## src/rtl/ptx_pkg.sv

```systemverilog
package ptx_pkg;

  // Direction of the data path.
  typedef enum logic {
    DIR_RX = 1'b0,
    DIR_TX = 1'b1
  } dir_e;

  // Bit to append so that a word whose ones-count oddness is word_odd
  // reaches the requested sense (want_odd = 1 means odd total).
  function automatic logic fill_bit(input logic word_odd, input logic want_odd);
    return word_odd ^ want_odd;
  endfunction

  // True when a total with oddness total_odd meets the requested sense.
  function automatic logic sense_met(input logic total_odd, input logic want_odd);
    return total_odd == want_odd;
  endfunction

endpackage

```

## src/rtl/ptx_xor_tree.sv

```systemverilog
module ptx_xor_tree #(
  parameter int W = 8
) (
  input  logic [W-1:0] d,
  output logic         odd
);
  logic [W:0] chain;

  assign chain[0] = 1'b0;

  generate
    for (genvar i = 0; i < W; i++) begin : g_stage
      assign chain[i+1] = chain[i] ^ d[i];
    end
  endgenerate

  assign odd = chain[W];
endmodule

```

## src/rtl/ptx_dir_ctrl.sv

```systemverilog
module ptx_dir_ctrl
  import ptx_pkg::*;
#(
  parameter int W = 8
) (
  input  logic         dir_tx,
  input  logic         hold_off,
  output logic         tx_active,
  output logic         rx_active,
  output logic [W-1:0] a_oe,
  output logic [W-1:0] b_oe,
  output logic         par_oe
);
  dir_e mode;

  assign mode      = dir_e'(dir_tx);
  assign tx_active = (mode == DIR_TX) && !hold_off;
  assign rx_active = (mode == DIR_RX) && !hold_off;

  generate
    for (genvar i = 0; i < W; i++) begin : g_oe
      assign b_oe[i] = tx_active;
      assign a_oe[i] = rx_active;
    end
  endgenerate

  assign par_oe = tx_active;
endmodule

```

## src/rtl/ptx_parity_unit.sv

```systemverilog
module ptx_parity_unit
  import ptx_pkg::*;
(
  input  logic rx_active,
  input  logic odd_sel,
  input  logic a_odd,
  input  logic b_odd,
  input  logic par_in,
  output logic par_out,
  output logic err_n
);
  logic rx_total_odd;
  logic rx_ok;

  assign par_out      = fill_bit(a_odd, odd_sel);
  assign rx_total_odd = b_odd ^ par_in;
  assign rx_ok        = sense_met(rx_total_odd, odd_sel);
  assign err_n        = rx_active ? rx_ok : 1'b1;
endmodule

```

## src/rtl/ptx_transceiver.sv

```systemverilog
module ptx_transceiver #(
  parameter int W = 8
) (
  input  logic         dir_tx,
  input  logic         hold_off,
  input  logic         odd_sel,
  input  logic [W-1:0] a_in,
  output logic [W-1:0] a_out,
  output logic [W-1:0] a_oe,
  input  logic [W-1:0] b_in,
  output logic [W-1:0] b_out,
  output logic [W-1:0] b_oe,
  input  logic         par_in,
  output logic         par_out,
  output logic         par_oe,
  output logic         err_n
);
  // Internal events brought out for the checker.
  logic tx_active;
  logic rx_active;
  logic a_odd;
  logic b_odd;

  ptx_xor_tree #(.W(W)) u_a_tree (.d(a_in), .odd(a_odd));
  ptx_xor_tree #(.W(W)) u_b_tree (.d(b_in), .odd(b_odd));

  ptx_dir_ctrl #(.W(W)) u_dir (
    .dir_tx    (dir_tx),
    .hold_off  (hold_off),
    .tx_active (tx_active),
    .rx_active (rx_active),
    .a_oe      (a_oe),
    .b_oe      (b_oe),
    .par_oe    (par_oe)
  );

  ptx_parity_unit u_par (
    .rx_active (rx_active),
    .odd_sel   (odd_sel),
    .a_odd     (a_odd),
    .b_odd     (b_odd),
    .par_in    (par_in),
    .par_out   (par_out),
    .err_n     (err_n)
  );

  // Non-inverting copy; the enables decide which side drives.
  assign b_out = a_in;
  assign a_out = b_in;
endmodule

```

## config.mk

```make
export PLATFORM = sky130hd
export DESIGN_NAME = ptx_transceiver
export DESIGN_NICKNAME = d
export VERILOG_FILES = /design/src/rtl/ptx_pkg.sv /design/src/rtl/ptx_xor_tree.sv /design/src/rtl/ptx_dir_ctrl.sv /design/src/rtl/ptx_parity_unit.sv /design/src/rtl/ptx_transceiver.sv
export SDC_FILE = /design/constraint.sdc
export NUM_CORES = 1
export LEC_CHECK = 0
export BUFFER_PORTS_ARGS = -buffer_cell sky130_fd_sc_hd__buf_2
export CORE_AREA = 8 8 45 47
export DETAILED_ROUTE_END_ITERATION = 10
export DIE_AREA = 0 0 53 55
export PLACE_DENSITY = 0.8
export SYNTH_ARGS = -nofsm -noshare
export SYNTH_HDL_FRONTEND = slang
export SYNTH_SLANG_ARGS = --single-unit
```

## constraint.sdc

```tcl
create_clock -name vclk -period 1.2
set_input_delay 0.12 -clock vclk [all_inputs]
set_output_delay 0.12 -clock vclk [all_outputs]
set_load 0.02 [all_outputs]
```

Word level (Yosys, flattened, before mapping)
Cells that the tools add are included.
{"block": "word_totals", "output_inout_bits": 35, "wordCells": 22, "regBits": 0, "in_bits": 20}
{"block": "op_classes", "bitwise": 17, "n_eq_ne": 1, "n_mux": 1, "reduce_logical": 3}
{"op": "XOR 1 bit", "n": 16}
{"op": "logical AND 1 bit", "n": 2}
{"op": "== test 1 bit", "n": 1}
{"op": "logical NOT 1 bit", "n": 1}
{"op": "two-way mux 1 bit", "n": 1}
{"op": "inverter 1 bit", "n": 1}

Logic depth before layout (Yosys ltp)
{"block": "depth", "depth_word": 10, "depth_mapped": 4, "ltp_nobuf": 4}

By module
Synthesis repeated with hierarchy kept, for this count alone.
{"block": "unflattened", "hier_cells": 52, "hier_area_um2": 424.2}
{"module": "ptx_dir_ctrl", "area_per_inst_um2": 145.1, "cells_per_inst": 19, "n_inst": 1, "seq_area_each_um2": 0.0}
{"module": "ptx_xor_tree", "area_per_inst_um2": 61.3, "cells_per_inst": 7, "n_inst": 2, "seq_area_each_um2": 0.0}
{"module": "ptx_transceiver", "area_per_inst_um2": 120.1, "cells_per_inst": 16, "n_inst": 1, "seq_area_each_um2": 0.0}
{"module": "ptx_parity_unit", "area_per_inst_um2": 36.3, "cells_per_inst": 3, "n_inst": 1, "seq_area_each_um2": 0.0}

Worst setup path after synthesis
Ideal clock, no wire load.
{"block": "synth_timing", "kind": "input port to output port", "from": "in dir_tx", "to": "out b_oe[0]", "required_time_ns": 1.080, "path_stages": 2, "setup_slack_ns": 0.112, "n_path_buf": 1, "arrival_time_ns": 0.968, "path_cell_list": "nor2b_1 > buf_4"}
{"block": "synth_between", "elab_chain_cells": 1}
{"item": "start: declaration", "line_no": "ptx_transceiver.sv:4", "source": "input logic dir_tx,"}
{"item": "logical AND 1 bit", "line_no": "ptx_dir_ctrl.sv:17", "source": "assign tx_active = (mode == DIR_TX) && !hold_off;"}
{"item": "end: declaration", "line_no": "ptx_transceiver.sv:12", "source": "output logic [W-1:0] b_oe,"}
Every way passes these cells.

Worst setup path in the final report
{"block": "layout_timing", "from": "in b_in[5]", "to": "out err_n"}
{"block": "layout_between", "elab_chain_cells": 6}
{"item": "start: declaration", "line_no": "ptx_transceiver.sv:10", "source": "input logic [W-1:0] b_in,"}
{"item": "XOR 1 bit (3 in series)", "line_no": "ptx_xor_tree.sv:13", "source": "assign chain[i+1] = chain[i] ^ d[i];"}
{"item": "XOR 1 bit", "line_no": "ptx_parity_unit.sv:16", "source": "assign rx_total_odd = b_odd ^ par_in;"}
{"item": "== test 1 bit", "line_no": "ptx_pkg.sv:17", "source": "return total_odd == want_odd;"}
{"item": "two-way mux 1 bit", "line_no": "ptx_parity_unit.sv:18", "source": "assign err_n = rx_active ? rx_ok : 1'b1;"}
{"item": "end: declaration", "line_no": "ptx_transceiver.sv:16", "source": "output logic err_n"}
Every way passes these cells.

==> flow_summary.toml <==
[finish]
n_antenna_cell = 0
drive_gt1_share_pct = 78.4
seq_area_um2 = 0
nClkBuffers = 0
fill_cells = 137
syn_to_final_growth_pct = 30.4
final_net_count = 96
layoutNonFillerInstCount = 90
nFlopsAndLatches = 0

[yosys]
avgSynthCellArea_um2 = 8.00
syn_inst = 51
syn-num-nets = 71
yosysTopAreaCell = "buf_4"
ys_types = 7
yosys_warnings = 0
synth_top_area_share_pct = 58.9
netlist_top_cells_count = "buf_4 (32), xnor2_1 (11), xor2_1 (4)"
synthTopCellsByArea = "buf_4 (59%), xnor2_1 (24%), xor2_1 (8.6%)"
yosysSeqAreaShare_pct = 0
syn_area_um2 = 408
synth.most_common_cell = "buf_4"

[timing]
max_freq_mhz = 795
worst_slew_pin_slew_ns = 0.403
maxSlewViolCount = 0
setup_viol = 1
hold_viol_final = 0
setup_ws_ns = -0.0573
period_share_pct = 105
rsz0062_at_grt = "yes"
min_period_ns = 1.26
slew_headroom_pct = 73.0

[run_status]
violations = "setup timing"
status = "finished with violations"

[die]
start_util_pct = 29.5
die_y_um = 55
io_pins = 55
dieArea_um2 = 2920
fp.dieW_um = 53
core_um2 = 1380
row_count = 14

[worst_hold_path]
hold_path_class = "in -> out"
worstHoldStart = "b_in[6]"
hold_depth = 2
hold_end = "a_out[6]"

[drt]
viasPerCell = 3.99
wl_um = 1010
drt_iter0_markers = 0
dr.pass1.iters = 1
post_drt_wl_per_cell_um = 11.2
route.vias.total = 359
drc = 0
ant_nets = 0

[power_and_ir_drop]
power.total_w = 0.000382
p_per_area_nw_per_um2 = 718
p_leak_nw = 0.324
vdd_drop_max_mv = 0.355

[placed_design]
finalWeightedCongestion = 0.630
dp.cells = 90
io_buffers = 55
preCtsSetupSlack_ns = -0.109

[flow_run]
drv_cap = 0

[worst_setup_path]
worstSetupPathType = "in -> out"
crit_start = "b_in[5]"
cp.arrival_ns = 1.14
startpoint_type = "primary input"
cp_data_required_time_ns = 1.08
worstSetupEndpointType = "primary output"
cp_max_fo = 2

[clock_tree]
post_cts_buffers = 0
cts-hold-fix-buffers = 0

[global_routing]
grt_overflow = 0
grt_pass1_wl_um = 1350
antenna_found_initial = 0
grt_pass1_vias = 354
grtUsageTotal_pct = 5.51
grt_max_degree = 10
per-layer routing:
metal,routed length (um),up-vias,global-route usage (%)
li1,-,169,-
met1,305,145,6.66
met2,396,45,10.2
met3,305,0,1.34
met4,0,0,0
met5,0,-,0
logic make-up (layout without fill, tap and decap cells):
| family | after synthesis | after routing | share of synthesized area [%] |
|---|---|---|---|
| XOR/XNOR | 16 | 16 | 37.7 |
| AND/OR/NAND/NOR | 3 | 3 | 3.37 |
| buffers and inverters | 32 | 55 | 58.9 |
through the flow:
| step | instance area [um2] | setup TNS [ns] | hold slack [ns] | utilization [%] |
|---|---|---|---|---|
| 2_1_floorplan | 408 | 0 | 0.353 | - |
| 3_3_place_gp | 463 | -0.0847 | 0.486 | 33.5 |
| 3_5_place_dp | 463 | -0.109 | 0.488 | 33.5 |
| 4_1_cts | 489 | -0.0681 | 0.470 | 35.4 |
| 5_1_grt | 532 | -0.127 | 0.474 | 38.4 |
| 6_report | 532 | -0.0573 | 0.469 | 38.4 |
cell type report:
cell class,instances,area (um2),share of cell area (%)
Multi-Input combinational cell,19,190,35.8
Tap cell,16,20.0,3.76
Timing Repair Buffer,55,322,60.5
cells in the final DEF, fill, tap and decap left out:
| cell type | instances |
|---|---|
| nand2_1 | 1 |
| xnor2_2 | 3 |
| xnor2_1 | 8 |
| nor2_1 | 1 |
| xor2_1 | 4 |
| buf_2 | 47 |
| buf_4 | 1 |
| buf_6 | 7 |
| xnor3_1 | 1 |
| nor2b_1 | 1 |
power by group:
part           internal [W]  switching [W]  leakage, nW
clock                     0              0            0
sequential                0              0            0
combinational      0.000180       0.000202        0.324
total              0.000180       0.000202        0.324
critical path, cell delays in order:
cell and delay, ns:
buf_6 0.10, xnor2_2 0.13, xnor3_1 0.41, xnor2_1 0.14
nand2_1 0.08, buf_6 0.16
how the worst max path moves through the flow:
stage,endpoint,slack [ns],cells after the start
after floorplan,b_oe[0],0.11,2
after global routing,err_n,-0.13,6
after detailed placement,err_n,-0.11,6
after CTS,err_n,-0.07,6
final,err_n,-0.06,6
after global placement,err_n,-0.08,6
what timing repair did:
item | CTS | global route
gates resized for setup | 5 | 8
pin swaps | 3 | 6
setup endpoints to repair | 1 | 2
No activity file was read; power rests on OpenSTA's default activity.
